===== src/rtl/flc_pkg.sv =====
package flc_pkg;
  localparam int LEN_W = 13;
  localparam logic [LEN_W-1:0] LEN_MAX = '1;

  typedef struct packed {
    logic             ovf;
    logic [LEN_W-1:0] len;
  } frame_rec_t;
endpackage


===== src/rtl/flc_run_count.sv =====
module flc_run_count
  import flc_pkg::*;
(
  input  logic       clk,
  input  logic       rst_n,
  input  logic       byte_vld,
  input  logic       frame_end,
  output logic       end_vld_o,
  output frame_rec_t end_rec_o
);
  logic             fresh_q, fresh_d;
  logic [LEN_W-1:0] cnt_q, cnt_d;
  logic             ovf_q, ovf_d;
  logic             upd_en;

  assign upd_en = byte_vld | frame_end;

  always_comb begin
    cnt_d   = cnt_q;
    ovf_d   = ovf_q;
    fresh_d = fresh_q;
    if (byte_vld) begin
      if (fresh_q) begin
        cnt_d = LEN_W'(1);
        ovf_d = 1'b0;
      end else if (cnt_q == LEN_MAX) begin
        ovf_d = 1'b1;
      end else begin
        cnt_d = cnt_q + 1'b1;
      end
    end
    if (frame_end) begin
      fresh_d = 1'b1;
    end else if (byte_vld) begin
      fresh_d = 1'b0;
    end
  end

  // an empty frame (no byte since the last end) is not reported
  assign end_vld_o = frame_end & ~(fresh_q & ~byte_vld);
  assign end_rec_o = '{ovf: ovf_d, len: cnt_d};

  always_ff @(posedge clk or negedge rst_n) begin
    if (!rst_n) begin
      fresh_q <= 1'b1;
      cnt_q   <= '0;
      ovf_q   <= 1'b0;
    end else if (upd_en) begin
      fresh_q <= fresh_d;
      cnt_q   <= cnt_d;
      ovf_q   <= ovf_d;
    end
  end

  assert_restart_R7: assert property (@(posedge clk) disable iff (!rst_n)
    (fresh_q && byte_vld) |=> (cnt_q == LEN_W'(1) && !ovf_q));

  assert_sat_only_R3: assert property (@(posedge clk) disable iff (!rst_n)
    ovf_q |-> (cnt_q == LEN_MAX));
endmodule


===== src/rtl/flc_status_hold.sv =====
module flc_status_hold
  import flc_pkg::*;
(
  input  logic       clk,
  input  logic       rst_n,
  input  logic       end_vld_i,
  input  frame_rec_t end_rec_i,
  input  logic       ack_i,
  output logic       held_o,
  output frame_rec_t stat_o,
  output logic       irq_o
);
  logic       held_q, held_d;
  frame_rec_t stat_q, stat_d;
  logic       pv_q, pv_d;
  frame_rec_t pend_q, pend_d;
  logic       irq_q, irq_d;
  logic       upd_en;

  assign upd_en = ack_i | end_vld_i;

  always_comb begin
    held_d = held_q;
    stat_d = stat_q;
    pv_d   = pv_q;
    pend_d = pend_q;
    irq_d  = 1'b0;
    if (ack_i && held_q) begin
      if (pv_q) begin
        stat_d = pend_q;
        irq_d  = 1'b1;
        pv_d   = end_vld_i;
        if (end_vld_i) pend_d = end_rec_i;
      end else if (end_vld_i) begin
        stat_d = end_rec_i;
        irq_d  = 1'b1;
      end else begin
        held_d = 1'b0;
        stat_d = '0;
      end
    end else if (end_vld_i) begin
      if (held_q) begin
        pend_d = end_rec_i;
        pv_d   = 1'b1;
      end else begin
        held_d = 1'b1;
        stat_d = end_rec_i;
        irq_d  = 1'b1;
      end
    end
  end

  always_ff @(posedge clk or negedge rst_n) begin
    if (!rst_n) begin
      held_q <= 1'b0;
      stat_q <= '0;
      pv_q   <= 1'b0;
      pend_q <= '0;
    end else if (upd_en) begin
      held_q <= held_d;
      stat_q <= stat_d;
      pv_q   <= pv_d;
      pend_q <= pend_d;
    end
  end

  always_ff @(posedge clk or negedge rst_n) begin
    if (!rst_n) irq_q <= 1'b0;
    else        irq_q <= irq_d;
  end

  assign held_o = held_q;
  assign stat_o = stat_q;
  assign irq_o  = irq_q;

  assert_irq_loaded_R6: assert property (@(posedge clk) disable iff (!rst_n)
    irq_q |-> held_q);

  assert_frozen_R4: assert property (@(posedge clk) disable iff (!rst_n)
    (held_q && !ack_i) |=> $stable(stat_q));

  assert_idle_clear_R5: assert property (@(posedge clk) disable iff (!rst_n)
    !held_q |-> (stat_q == '0 && !pv_q));

  assert_pend_needs_held_R9: assert property (@(posedge clk) disable iff (!rst_n)
    pv_q |-> held_q);
endmodule


===== src/rtl/flc_fifo_rem.sv =====
module flc_fifo_rem
  import flc_pkg::*;
#(
  parameter int MAX_THR_LOG2 = 6,
  parameter int THR_SEL_W    = 3,
  localparam int LEFT_W      = MAX_THR_LOG2 + 1
) (
  input  logic                 held_i,
  input  logic [LEN_W-1:0]     len_i,
  input  logic [THR_SEL_W-1:0] thr_sel_i,
  output logic [LEFT_W-1:0]    left_o
);
  logic [THR_SEL_W-1:0] thr_log;
  logic [LEFT_W-1:0]    thr_val;
  logic [LEFT_W-1:0]    len_low;
  logic [LEFT_W-1:0]    rem;

  always_comb begin
    if (int'(thr_sel_i) > MAX_THR_LOG2) thr_log = THR_SEL_W'(MAX_THR_LOG2);
    else                                thr_log = thr_sel_i;
  end

  assign thr_val = LEFT_W'(1) << thr_log;
  assign len_low = LEFT_W'(len_i[MAX_THR_LOG2-1:0]);
  assign rem     = len_low & (thr_val - LEFT_W'(1));

  always_comb begin
    if (!held_i || len_i == '0) left_o = '0;
    else if (rem == '0)         left_o = thr_val;
    else                        left_o = rem;
  end
endmodule


===== src/rtl/rx_frame_len.sv =====
module rx_frame_len
  import flc_pkg::*;
#(
  parameter int MAX_THR_LOG2 = 6,
  parameter int THR_SEL_W    = 3
) (
  input  logic                  clk,
  input  logic                  rst_n,
  input  logic                  byte_vld,
  input  logic                  frame_end,
  input  logic                  rx_ack,
  input  logic [THR_SEL_W-1:0]  thr_sel,
  output logic [7:0]            stat_lo,
  output logic [7:0]            stat_hi,
  output logic                  eof_irq,
  output logic [MAX_THR_LOG2:0] fifo_left
);
  logic       end_vld;
  frame_rec_t end_rec;
  logic       held;
  frame_rec_t stat;

  flc_run_count u_run (
    .clk       (clk),
    .rst_n     (rst_n),
    .byte_vld  (byte_vld),
    .frame_end (frame_end),
    .end_vld_o (end_vld),
    .end_rec_o (end_rec)
  );

  flc_status_hold u_hold (
    .clk       (clk),
    .rst_n     (rst_n),
    .end_vld_i (end_vld),
    .end_rec_i (end_rec),
    .ack_i     (rx_ack),
    .held_o    (held),
    .stat_o    (stat),
    .irq_o     (eof_irq)
  );

  flc_fifo_rem #(
    .MAX_THR_LOG2 (MAX_THR_LOG2),
    .THR_SEL_W    (THR_SEL_W)
  ) u_rem (
    .held_i    (held),
    .len_i     (stat.len),
    .thr_sel_i (thr_sel),
    .left_o    (fifo_left)
  );

  assign stat_lo = stat.len[7:0];
  assign stat_hi = {stat.ovf, 2'b00, stat.len[12:8]};

  assert_ovf_len_R3: assert property (@(posedge clk) disable iff (!rst_n)
    stat_hi[7] |-> ({stat_hi[4:0], stat_lo} == 13'h1FFF));

  assert_left_idle_R8: assert property (@(posedge clk) disable iff (!rst_n)
    (stat_lo == 8'h00 && stat_hi == 8'h00) |-> (fifo_left == '0));

  assert_left_nonzero_R8: assert property (@(posedge clk) disable iff (!rst_n)
    (stat_lo != 8'h00 || stat_hi != 8'h00) |-> (fifo_left != '0));
endmodule


===== config.mk =====
export PLATFORM = sky130hd
export DESIGN_NAME = rx_frame_len
export DESIGN_NICKNAME = d
export VERILOG_FILES = /design/src/rtl/flc_pkg.sv /design/src/rtl/flc_run_count.sv /design/src/rtl/flc_status_hold.sv /design/src/rtl/flc_fifo_rem.sv /design/src/rtl/rx_frame_len.sv
export SDC_FILE = /design/constraint.sdc
export NUM_CORES = 1
export LEC_CHECK = 0
export BUFFER_PORTS_ARGS = -buffer_cell sky130_fd_sc_hd__buf_2
export CORE_ASPECT_RATIO = 0.7
export CORE_UTILIZATION = 50
export DETAILED_ROUTE_END_ITERATION = 8
export HOLD_SLACK_MARGIN = 0.08
export PLACE_DENSITY = 0.71
export RECOVER_POWER = 50
export SLEW_MARGIN = 10
export SYNTH_ARGS = -nofsm -noshare
export SYNTH_HDL_FRONTEND = slang
export SYNTH_SLANG_ARGS = --single-unit
export TNS_END_PERCENT = 30

===== constraint.sdc =====
create_clock -name clk -period 3.6 [get_ports clk]
set_clock_uncertainty 0.05 [all_clocks]
set_input_delay 0.36 -clock clk [delete_from_list [all_inputs] [get_ports clk]]
set_output_delay 0.36 -clock clk [all_outputs]
set_load 0.01 [all_outputs]

==> metrics, run 1 <==
Worst-path clk slew 0.08 ns; Power Dens Cells 500 nW/um^2; number of DRC markers in iteration 0 192; vias per cell 6.07; Total Routing Usage GR 0.255; Leak Pwr 1.19 nW; fraction of layout cells with a size suffix above 1 0.189; CTS hold repair buffers 0; Worst path top cell family by delay simple AND/OR/NAND/NOR gates; Post-synth top cells dfrtp_1, nand2_1, nor2_1, o21ai_0, a21oi_1; cells after synthesis 251; Root Driver clkbuf_8; Longest Clk Path Bufs 2; fmax 0.400 GHz; Slew headroom -0.629; latest clock arrival within the worst-skew pair 0.31 ns; post-DP HPWL 4140 um; Final Cycle Share 0.695; CP max stage delay 0.59 ns; top post-synthesis cells by area dfrtp_1, nand2_1, nor2_1; violated checks capacitance limit, slew limit; Post-CTS Setup Bufs 0; first-pass GRT wire length 9760 um; CTS tree built; crit-path cells nor4_1 -> nand2_1 -> o2bb2ai_1 -> o31a_1 -> nor2_1 -> buf_2; clock power share 0.285; number of fill cells 398; Req. time, crit path 3.19 ns; Worst Setup End Kind output pin; WS Path Type reg -> out; Worst-Margin Slew 2.44 ns; initial core utilization 0.542; number of global-route vias before repair 1896; switching share of power 0.332; register area share after synthesis 0.472; Power Internal 895 uW; # diodes 0; CP arrival 2.09 ns; library cells used by synthesis 63; DP Area 2590 um^2; minimum clock period 2.50 ns; Net Sw Power 446 uW; Synth Area per Inst 9.73 um^2; First-pass DRT Iterations 4; total grt overflow 0; Detail Route Antenna Nets 0; die width 85.5 um; count leader, synth dfrtp_1; routed vias 2004; share of flip-flops with an asynchronous set or reset 1.00; status complete, but fails checks; Post-Route WL 5780 um; Seq. cell area 1150 um^2; port bufs 29; wire length per cell 17.5 um; area of the multi-input gates 1200 um^2; Post-synth EDFFs 0; routability congestion estimate 0.822; hold crit path type in -> reg; Main synth FF type dfrtp_1; nets 283; setup TNS 0 ns; maximum VDD drop 0.409 mV; die height 60.5 um; Final Max Slew Viols 47; H-tree Lvls 2; Syn Std Cell Area 2440 um^2; sequential power share 0.483; cell row count 20; top-area cell type share of the netlist area 0.461; number of antenna violations at the first check in global routing 0; unrepaired setup endpoints after global routing no; reg2reg setup slack 1.14 ns; Buf/Inv on CP 1; Num CTS Buffers 5; Critical-path top delay cell nor4_1; area delta synth->final 9.78%; Final setup viols 0; largest net degree at the start of global routing 47; # DRC 0; Max-cap violations 1; Top-Level Pins 32; Startpoint Class register; Comb power frac 0.233; final non-filler cell total 330; DIE AREA 5170 um^2; Finished Cell Area 2680 um^2; total core area 4500 um^2; dpl cells 322; clk sink count 46; total power 1.34 mW; Final Hold Viols 0; Max FO, Critical Path 9; synthesized flop and latch total 46; most area-hungry cell type in the Yosys netlist dfrtp_1; Post-CTS Resized 0; synth warn 0
-- area by class of cell --
type | count | area share
clock buffer | 7 | 0.0285
clock inverter | 1 | 0.0112
inverter | 5 | 0.00700
multi-input combinational | 187 | 0.448
sequential | 46 | 0.430
tap | 55 | 0.0257
timing repair buffer | 29 | 0.0495
-- flip-flops by register name (all words and copies together) (netlist names) --
register       count
u_hold.held_o      1
u_hold.irq_o       1
u_hold.pend_q     14
u_hold.pv_q        1
u_hold.stat_o     14
u_run.cnt_q       13
u_run.fresh_q      1
u_run.ovf_q        1
-- stage by stage --
step	worst slack [ns]	hold slack [ns]	util
finish	1.10	0.252	0.595
global route	0.853	0.253	0.595
CTS	1.12	0.197	0.600
detailed placement	1.34	0.424	0.576
global placement	1.39	0.414	0.576
floorplan	1.54	0.0144	-
-- placed cells by master (no fill, tap or decap), types with 2 or more instances in the layout --
cell type | netlist | final
o21a_1 | 2 | 2
mux2i_1 | 2 | 2
inv_1 | 5 | 5
a21oi_1 | 14 | 14
nand4_4 | 2 | 2
nand4_1 | 4 | 4
and3_1 | 2 | 2
nand2_1 | 31 | 32
mux2_2 | 5 | 5
nand3_1 | 6 | 6
xnor2_1 | 3 | 3
or3_1 | 2 | 2
o41ai_1 | 2 | 2
nor3_2 | 2 | 2
dfrtp_1 | 45 | 45
conb_1 | 1 | 2
nor4_1 | 3 | 3
nor2_1 | 28 | 28
a31o_2 | 2 | 2
o21ai_0 | 17 | 17
nand4_2 | 3 | 3
buf_2 | 4 | 19
clkbuf_1 | 8 | 12
clkbuf_8 | 0 | 5
nor3_1 | 7 | 7
o21ai_1 | 5 | 5
a22oi_1 | 8 | 8
-- per-layer routing --
metal	routed length [um]	part of all wire	GRT usage
met1	2930	0.51	0.379
met5	0	0	0
met3	252	0.044	0.0408
met4	34	0.0059	0.0857
met2	2560	0.44	0.385
-- cells by family (layout without fill, tap and decap cells) --
logic type,Yosys count,count (layout),synth area share
adder cells (fa/ha/maj),1,1,0.00512
AO/OA/AOI/OAI,71,71,0.200
XOR/XNOR,3,3,0.0108
other,1,2,0.00154
AND/OR/NAND/NOR,102,102,0.240
multiplexers,8,8,0.0359
flip-flops,46,46,0.472
buffers and inverters,19,42,0.0343
-- power by group through the flow --
stage / Combinational, mW / Clock, mW / Sequential, mW
3_5_place_dp: 0.315 / 0 / 0.657
5_1_grt: 0.351 / 0.413 / 0.656
4_1_cts: 0.317 / 0.392 / 0.646
2_1_floorplan: 0.211 / 0 / 0.641
6_report: 0.312 / 0.382 / 0.647
3_3_place_gp: 0.312 / 0 / 0.654
-- path summary, 6_finish.rpt --
check / startpoint / end / cells after the start
min in group asynchronous: rst_n / u_hold.stat_o[4]$_DFFE_PN0P_ / 1
worst max-delay path: u_hold.stat_o[0]$_DFFE_PN0P_ / fifo_left[5] / 6
worst min-delay path: frame_end / u_run.fresh_q$_DFFE_PN1P_ / 2
worst max register to register: u_run.fresh_q$_DFFE_PN1P_ / u_hold.pend_q[7]$_DFFE_PN0P_ / 4
worst min register to register: u_hold.pend_q[2]$_DFFE_PN0P_ / u_hold.pend_q[2]$_DFFE_PN0P_ / 2
max in group asynchronous: rst_n / u_hold.pend_q[1]$_DFFE_PN0P_ / 1
No activity file was read; power rests on OpenSTA's default activity.
==> run 2: changes to the inputs <==
Settings changed: ABC_AREA from default to 1, PLACE_DENSITY 0.71 to 0.7.
Clock period 3.6 ns to 2.5 ns, I/O delays scaled along.
==> run 2 against run 1 <==
  * The flow now finishes without violations
  * Total power grew 59%
  * Hold slack lost 0.15 ns
  * Via count grew 15%
  * Global-route usage shrank 1.4 points
  * Sequential share of layout area shrank 3.1 points
  * Combinational power grew 110%
  * Count of clock-buffer cells in the layout shrank 2
  * Sequential cell count is the same
  * Largest power group unchanged
==> metrics, run 2 <==
first-pass GRT wire length 10100 um (+3.6%); Worst Setup End Kind output pin; maximum VDD drop 0.360 mV (-12%); status finished, final reports clean; Startpoint Class register; Leak Pwr 1.48 nW (+24%); R2R depth 8 (+4); CP max stage delay 0.40 ns (-0.19 ns); number of global-route vias before repair 2085 (+10%); Max-cap violations 0 (-1); synthesized flop and latch total 46 (unchanged); First-pass DRT Iterations 5 (+1); number of antenna violations at the first check in global routing 0 (unchanged); minimum clock period 2.17 ns; Comb power frac 0.303 (+0.070); cells after synthesis 329 (+31%); Final setup viols 0 (unchanged); count leader, synth nand2_1; post-DP HPWL 4350 um (+5.3%); metal2 WL 2600 um (+1.6%); clock power share 0.219 (-0.066); largest family of logic cells by synthesized area simple AND/OR/NAND/NOR gates; DP Area 2800 um^2 (+8.1%); total core area 4890 um^2 (+8.5%); total grt overflow 0 (unchanged); H-tree Lvls 2 (unchanged); Post-Route WL 5940 um (+2.7%); setup TNS 0 ns (unchanged); Net Sw Power 798 uW (+79%); Req. time, crit path 2.20 ns (-0.99 ns); Post-Synth Adder-Cell Area 0.00484 (-0.000283); Detail Route Antenna Nets 0 (unchanged); fraction of layout cells with a size suffix above 1 0.179 (-0.0100); # diodes 0 (unchanged); most area-hungry cell type in the Yosys netlist dfrtp_1; compound-cell area share of the yosys netlist 0.120 (-0.0803); Max FO, Critical Path 6 (-3); area delta synth->final 11.7%; # DRC 0 (unchanged); Synth Area per Inst 7.86 um^2 (-19%); Total Routing Usage GR 0.241 (-0.0140); WL met3 388 um (+54%); Syn Std Cell Area 2580 um^2 (+5.8%); Finished Cell Area 2890 um^2 (+7.7%); CTS tree built; die height 62.2 um (+2.8%); top post-synthesis cells by area dfrtp_1, nand2_1, a21oi_1; WS Path Type reg -> out; routed vias 2305 (+15%); M1 wire length 2890 um (-1.3%); cell row count 21 (+5.0%); port bufs 29 (unchanged); sequential power share 0.478 (-0.005); largest net degree at the start of global routing 26 (-45%); hold crit path type in -> reg; Num CTS Buffers 5 (unchanged); Longest Clk Path Bufs 2 (unchanged); Post-synth EDFFs 0 (unchanged); number of DRC markers in iteration 0 145 (-24%); crit-path cells or2_2 -> nor4_2 -> nand2_1 -> nand2_1 -> inv_1 -> nand3_1 -> nand2_1 -> buf_2; clk sink count 46 (unchanged); hold path cells 3 (+1); routability congestion estimate 0.908 (+10%); Final Cycle Share 0.868; wire length per cell 13.7 um (-22%); Post-CTS Setup Bufs 0 (unchanged); unrepaired setup endpoints after global routing no; top-area cell type share of the netlist area 0.436 (-0.0254); nets 371 (+31%); Main synth FF type dfrtp_1; fmax 0.461 GHz; Critical-path top delay cell dfrtp_1; Final Max Slew Viols 0 (-100%); share of flip-flops with an asynchronous set or reset 1.00 (unchanged); Worst-path clk slew 0.09 ns (about the same); Top-Level Pins 32 (unchanged); most common cell after layout, fill and taps aside nand2_1; Top cell by count, worst path nand2_1; Final Hold Viols 0 (unchanged); Post-synth top cells nand2_1, dfrtp_1, nor2_1, a21oi_1, inv_1; Power Internal 1.33 mW (+48%); multiplexer area fraction after synthesis 0 (-0.0359); Root Driver clkbuf_8; Top Metal Used met4; simple-gate share of the synthesized area 0.345 (+0.104); synth warn 0 (unchanged); commonest cells after routing, fill and taps aside nand2_1, dfrtp_1, nor2_1, a21oi_1, inv_1; latest clock arrival within the worst-skew pair 0.31 ns (about the same); library cells used by synthesis 36 (-43%); xor/xnor cell area share of the yosys netlist 0.0102 (-0.000594); Worst-Margin Slew 1.34 ns (-1.10 ns); register area share after synthesis 0.446 (-0.0260); Power Dens Cells 736 nW/um^2 (+47%); initial core utilization 0.529 (-0.0133); switching share of power 0.375 (+0.0428); CP arrival 1.87 ns (-0.22 ns); die width 87.9 um (+2.8%); Slew headroom 0.107 (+0.735); vias per cell 5.34 (-12%); DIE AREA 5470 um^2 (+5.7%)
==> run 2: changes by cell type after synthesis, sizes merged, moves of 6 or more <==
| cell | change |
|---|---|
| nor2 | +16 |
| a22oi | -8 |
| mux2 | -6 |
| clkbuf | -7 |
| inv | +31 |
| a21oi | +21 |
| o21ai | -15 |
| nand2 | +53 |
| a31oi | +6 |
| nand3 | +21 |
==> run 2: worst max-delay path: cells and delay by family (launching register included) <==
family	cells	cell delay, ns
DFF	1	0.40
buffers and inverters	2	0.25
and+or+nand+nor	6	0.91
==> run 2: final cells by class <==
cell class	count	area, um^2
Multi-Input combinational cell	238	1250
Clock inverter	3	21.3
Sequential cell	46	1150
Tap cell	69	86.3
Clock buffer	5	68.8
Timing Repair Buffer	35	173
Fill cell	454	2000
Inverter	36	135
==> run 2: worst paths after layout <==
kind                                          startpoint                       endpoint  slack, ns
min in group asynchronous                          rst_n   u_hold.stat_o[9]$_DFFE_PN0P_       0.77
max in group asynchronous                          rst_n     u_run.cnt_q[7]$_DFFE_PN0P_       0.78
max reg2reg                   u_run.cnt_q[1]$_DFFE_PN0P_  u_hold.stat_o[13]$_DFFE_PN0P_       0.71
min                                            frame_end      u_run.fresh_q$_DFFE_PN1P_        0.1
max                         u_hold.stat_o[9]$_DFFE_PN0P_                   fifo_left[2]       0.33
min reg2reg                u_hold.pend_q[10]$_DFFE_PN0P_  u_hold.pend_q[10]$_DFFE_PN0P_       0.45
==> run 2: cell families after synthesis <==
group           count (synthesis)
xor+xnor                        3
buf+inv                        46
flops                          46
simple gates                  178
compound gates                 54
other cells                     1
fa+ha+maj                       1
==> run 2: routing by layer <==
metal / vias to the layer above / track usage
met1: 1098 / 0.362
met3: 8 / 0.0559
met2: 61 / 0.349
met4: 0 / 0.0553
met5: - / 0
li1: 1138 / -
==> run 2: through the flow <==
step	instances	setup WS [ns]	total power, mW	hold WS (ns)	util
after global placement	423	0.669	1.67	0.199	0.574
after global routing	432	0.0842	2.27	0.101	0.591
after floorplan	330	0.895	1.44	-0.0956	-
final	432	0.329	2.13	0.0979	0.591
after CTS	432	0.206	2.14	0.0969	0.594
after detailed placement	423	0.560	1.68	0.207	0.574
==> run 2: timing repair <==
item | CTS | global route
hold buffers | 1 | 0
hold endpoints to repair | 45 | 0
endpoints found under the setup margin | 0 | 3
gates resized for setup | 0 | 1
==> run 2: power groups by stage <==
stage | Clock (mW) | Sequential [mW] | Combinational, mW
final | 0.465 | 1.02 | 0.644
after global routing | 0.504 | 1.04 | 0.725
after CTS | 0.473 | 1.01 | 0.657
after detailed placement | 0 | 1.03 | 0.652
after global placement | 0 | 1.03 | 0.646
after floorplan | 0 | 1.04 | 0.400
==> run 3: changes to the inputs <==
Settings changed: CORE_UTILIZATION 50 to 45, PLACE_DENSITY 0.7 to default.
==> run 3 against run 2 <==
  * Highest routed layer unchanged
  * Maximum frequency down 3.1%
  * Critical endpoint is now fifo_left[4]
  * Die area up 11%
  * Total power up 3.5%
  * Utilization down 5.3 points
  * Critical path depth unchanged
  * Count of clock-buffer cells in the layout up 2
  * Wire length about the same
  * Combinational power down 2%
  * Sequential cell count unchanged
  * Global-route usage down 2.0 points
==> metrics, run 3 (synthesis results as in run 2) <==
port bufs 29 (unchanged); Worst-Margin Slew 1.14 ns (-0.201 ns); Final setup viols 0 (unchanged); nets 370 (-0.27%); commonest cells after routing, fill and taps aside nand2_1, dfrtp_1, nor2_1, a21oi_1, inv_1; setup TNS 0 ns (unchanged); area of the multi-input gates 1240 um^2 (-0.50%); fmax 0.446 GHz (-3.1%); latest clock arrival within the worst-skew pair 0.31 ns (about the same); status finished, final reports clean; Critical-path top delay cell dfrtp_1; First-pass DRT Iterations 5 (unchanged); WHS 0.103 ns (+0.00484 ns); crit-path cells or2_2 -> nor4_1 -> nand2_1 -> nand2_1 -> inv_1 -> o21ai_0 -> nor2_1 -> buf_2; Final Max Slew Viols 0 (unchanged); Leak Pwr 1.49 nW (+0.83%); total grt overflow 0 (unchanged); number of antenna violations at the first check in global routing 0 (unchanged); # diodes 0 (unchanged); Seq. cell area 1150 um^2 (unchanged); cell row count 22 (+4.8%); Worst Setup End Kind output pin; Max-cap violations 0 (unchanged); Max FO, Critical Path 6 (unchanged); Buf/Inv on CP 2 (unchanged); fraction of layout cells with a size suffix above 1 0.177 (-0.00227); Top-Level Pins 32 (unchanged); number of DRC markers in iteration 0 119 (-18%); unrepaired setup endpoints after global routing no; Detail Route Antenna Nets 0 (unchanged); Top cell by count, worst path nand2_1; maximum VDD drop 0.459 mV (+28%); post-DP HPWL 4310 um (-0.98%); clk sink count 46 (unchanged); area delta synth->final 12.2%; number of global-route vias before repair 2173 (+4.2%); WS Path Type reg -> out; Total Routing Usage GR 0.221 (-0.0200); most common cell after layout, fill and taps aside nand2_1; routed vias 2265 (-1.7%); die height 65.4 um (+5.2%); total power 2.20 mW (+3.5%); Num CTS Buffers 5 (unchanged); Slew headroom 0.241 (+0.134); Power Dens Cells 759 nW/um^2 (+3.0%); CTS tree built; largest net degree at the start of global routing 47 (+81%); wire length per cell 13.7 um (-0.44%); minimum clock period 2.24 ns (+0.0688 ns); Final Cycle Share 0.896 (+0.0275); # DRC 0 (unchanged); CP arrival 1.94 ns (+0.07 ns); initial core utilization 0.479 (-0.0498); first-pass GRT wire length 10200 um (+1.0%); total core area 5400 um^2 (+10%); Req. time, crit path 2.20 ns (about the same); DIE AREA 6060 um^2 (+11%); slack of the critical path 0.260 ns (-0.0688 ns); Startpoint Class register; Worst path top cell family by delay simple AND/OR/NAND/NOR gates; Worst-path clk slew 0.08 ns (about the same); hold crit path type in -> reg; Longest Clk Path Bufs 2 (unchanged); number of fill cells 541 (+19%); Final Hold Viols 0 (unchanged); Place WS 0.624 ns (+0.0641 ns); Root Driver clkbuf_8; routability congestion estimate 0.850 (-6.4%); die width 92.6 um (+5.3%); Post-Route WL 5940 um (about the same); CP max stage delay 0.40 ns (about the same); H-tree Lvls 2 (unchanged); vias per cell 5.22 (-2.2%)
-- run 3: worst paths after layout --
check | startpoint | endpoint | depth (start not counted) | slack, ns
max in group asynchronous | rst_n | u_run.cnt_q[0]$_DFFE_PN0P_ | 3 | 0.98
worst max-delay path | u_hold.stat_o[9]$_DFFE_PN0P_ | fifo_left[4] | 8 | 0.26
worst min-delay path | frame_end | u_run.fresh_q$_DFFE_PN1P_ | 3 | 0.10
min in group asynchronous | rst_n | u_hold.pend_q[6]$_DFFE_PN0P_ | 3 | 0.72
worst max register to register | u_run.cnt_q[1]$_DFFE_PN0P_ | u_hold.stat_o[3]$_DFFE_PN0P_ | 9 | 0.72
worst min register to register | u_hold.pend_q[12]$_DFFE_PN0P_ | u_hold.pend_q[12]$_DFFE_PN0P_ | 2 | 0.44
-- run 3: per-layer routing --
layer / vias to the layer above / GRT usage / routed length [um]
met5: - / 0 / 0
met4: 0 / 0.0586 / 57
met3: 5 / 0.0625 / 340
met2: 59 / 0.337 / 2530
met1: 1060 / 0.307 / 3010
li1: 1141 / - / -
-- run 3: repair_timing --
item                      in CTS  in global routing
hold buffers                   1                  0
hold endpoints to repair      45                  0
setup buffers                  0                  0
resized for setup              0                  0
-- run 3: layout make-up --
type | instances | share of cell area
Clock inverter | 1 | 0.0104
Sequential cell | 46 | 0.397
Inverter | 36 | 0.0466
Timing Repair Buffer | 34 | 0.0591
Tap cell | 72 | 0.0311
Multi-Input combinational cell | 238 | 0.429
Clock buffer | 7 | 0.0263
-- run 3: power by group --
group / internal, mW / switching [mW] / leakage [nW]
Clock: 0.299 / 0.253 / 0.0524
Sequential: 0.898 / 0.117 / 0.586
Combinational: 0.233 / 0.400 / 0.851
Total: 1.43 / 0.770 / 1.49
-- run 3: worst min-delay path: stages --
cell and delay, ns:
buf_2 0.12, inv_1 0.05, nand2_1 0.04
-- run 3: through the flow --
step	instances	cell area, um^2	util
detailed placement	425	2800	0.519
global route	434	2900	0.538
CTS	434	2920	0.541
global placement	425	2800	0.519
floorplan	330	2590	-
finish	434	2900	0.538
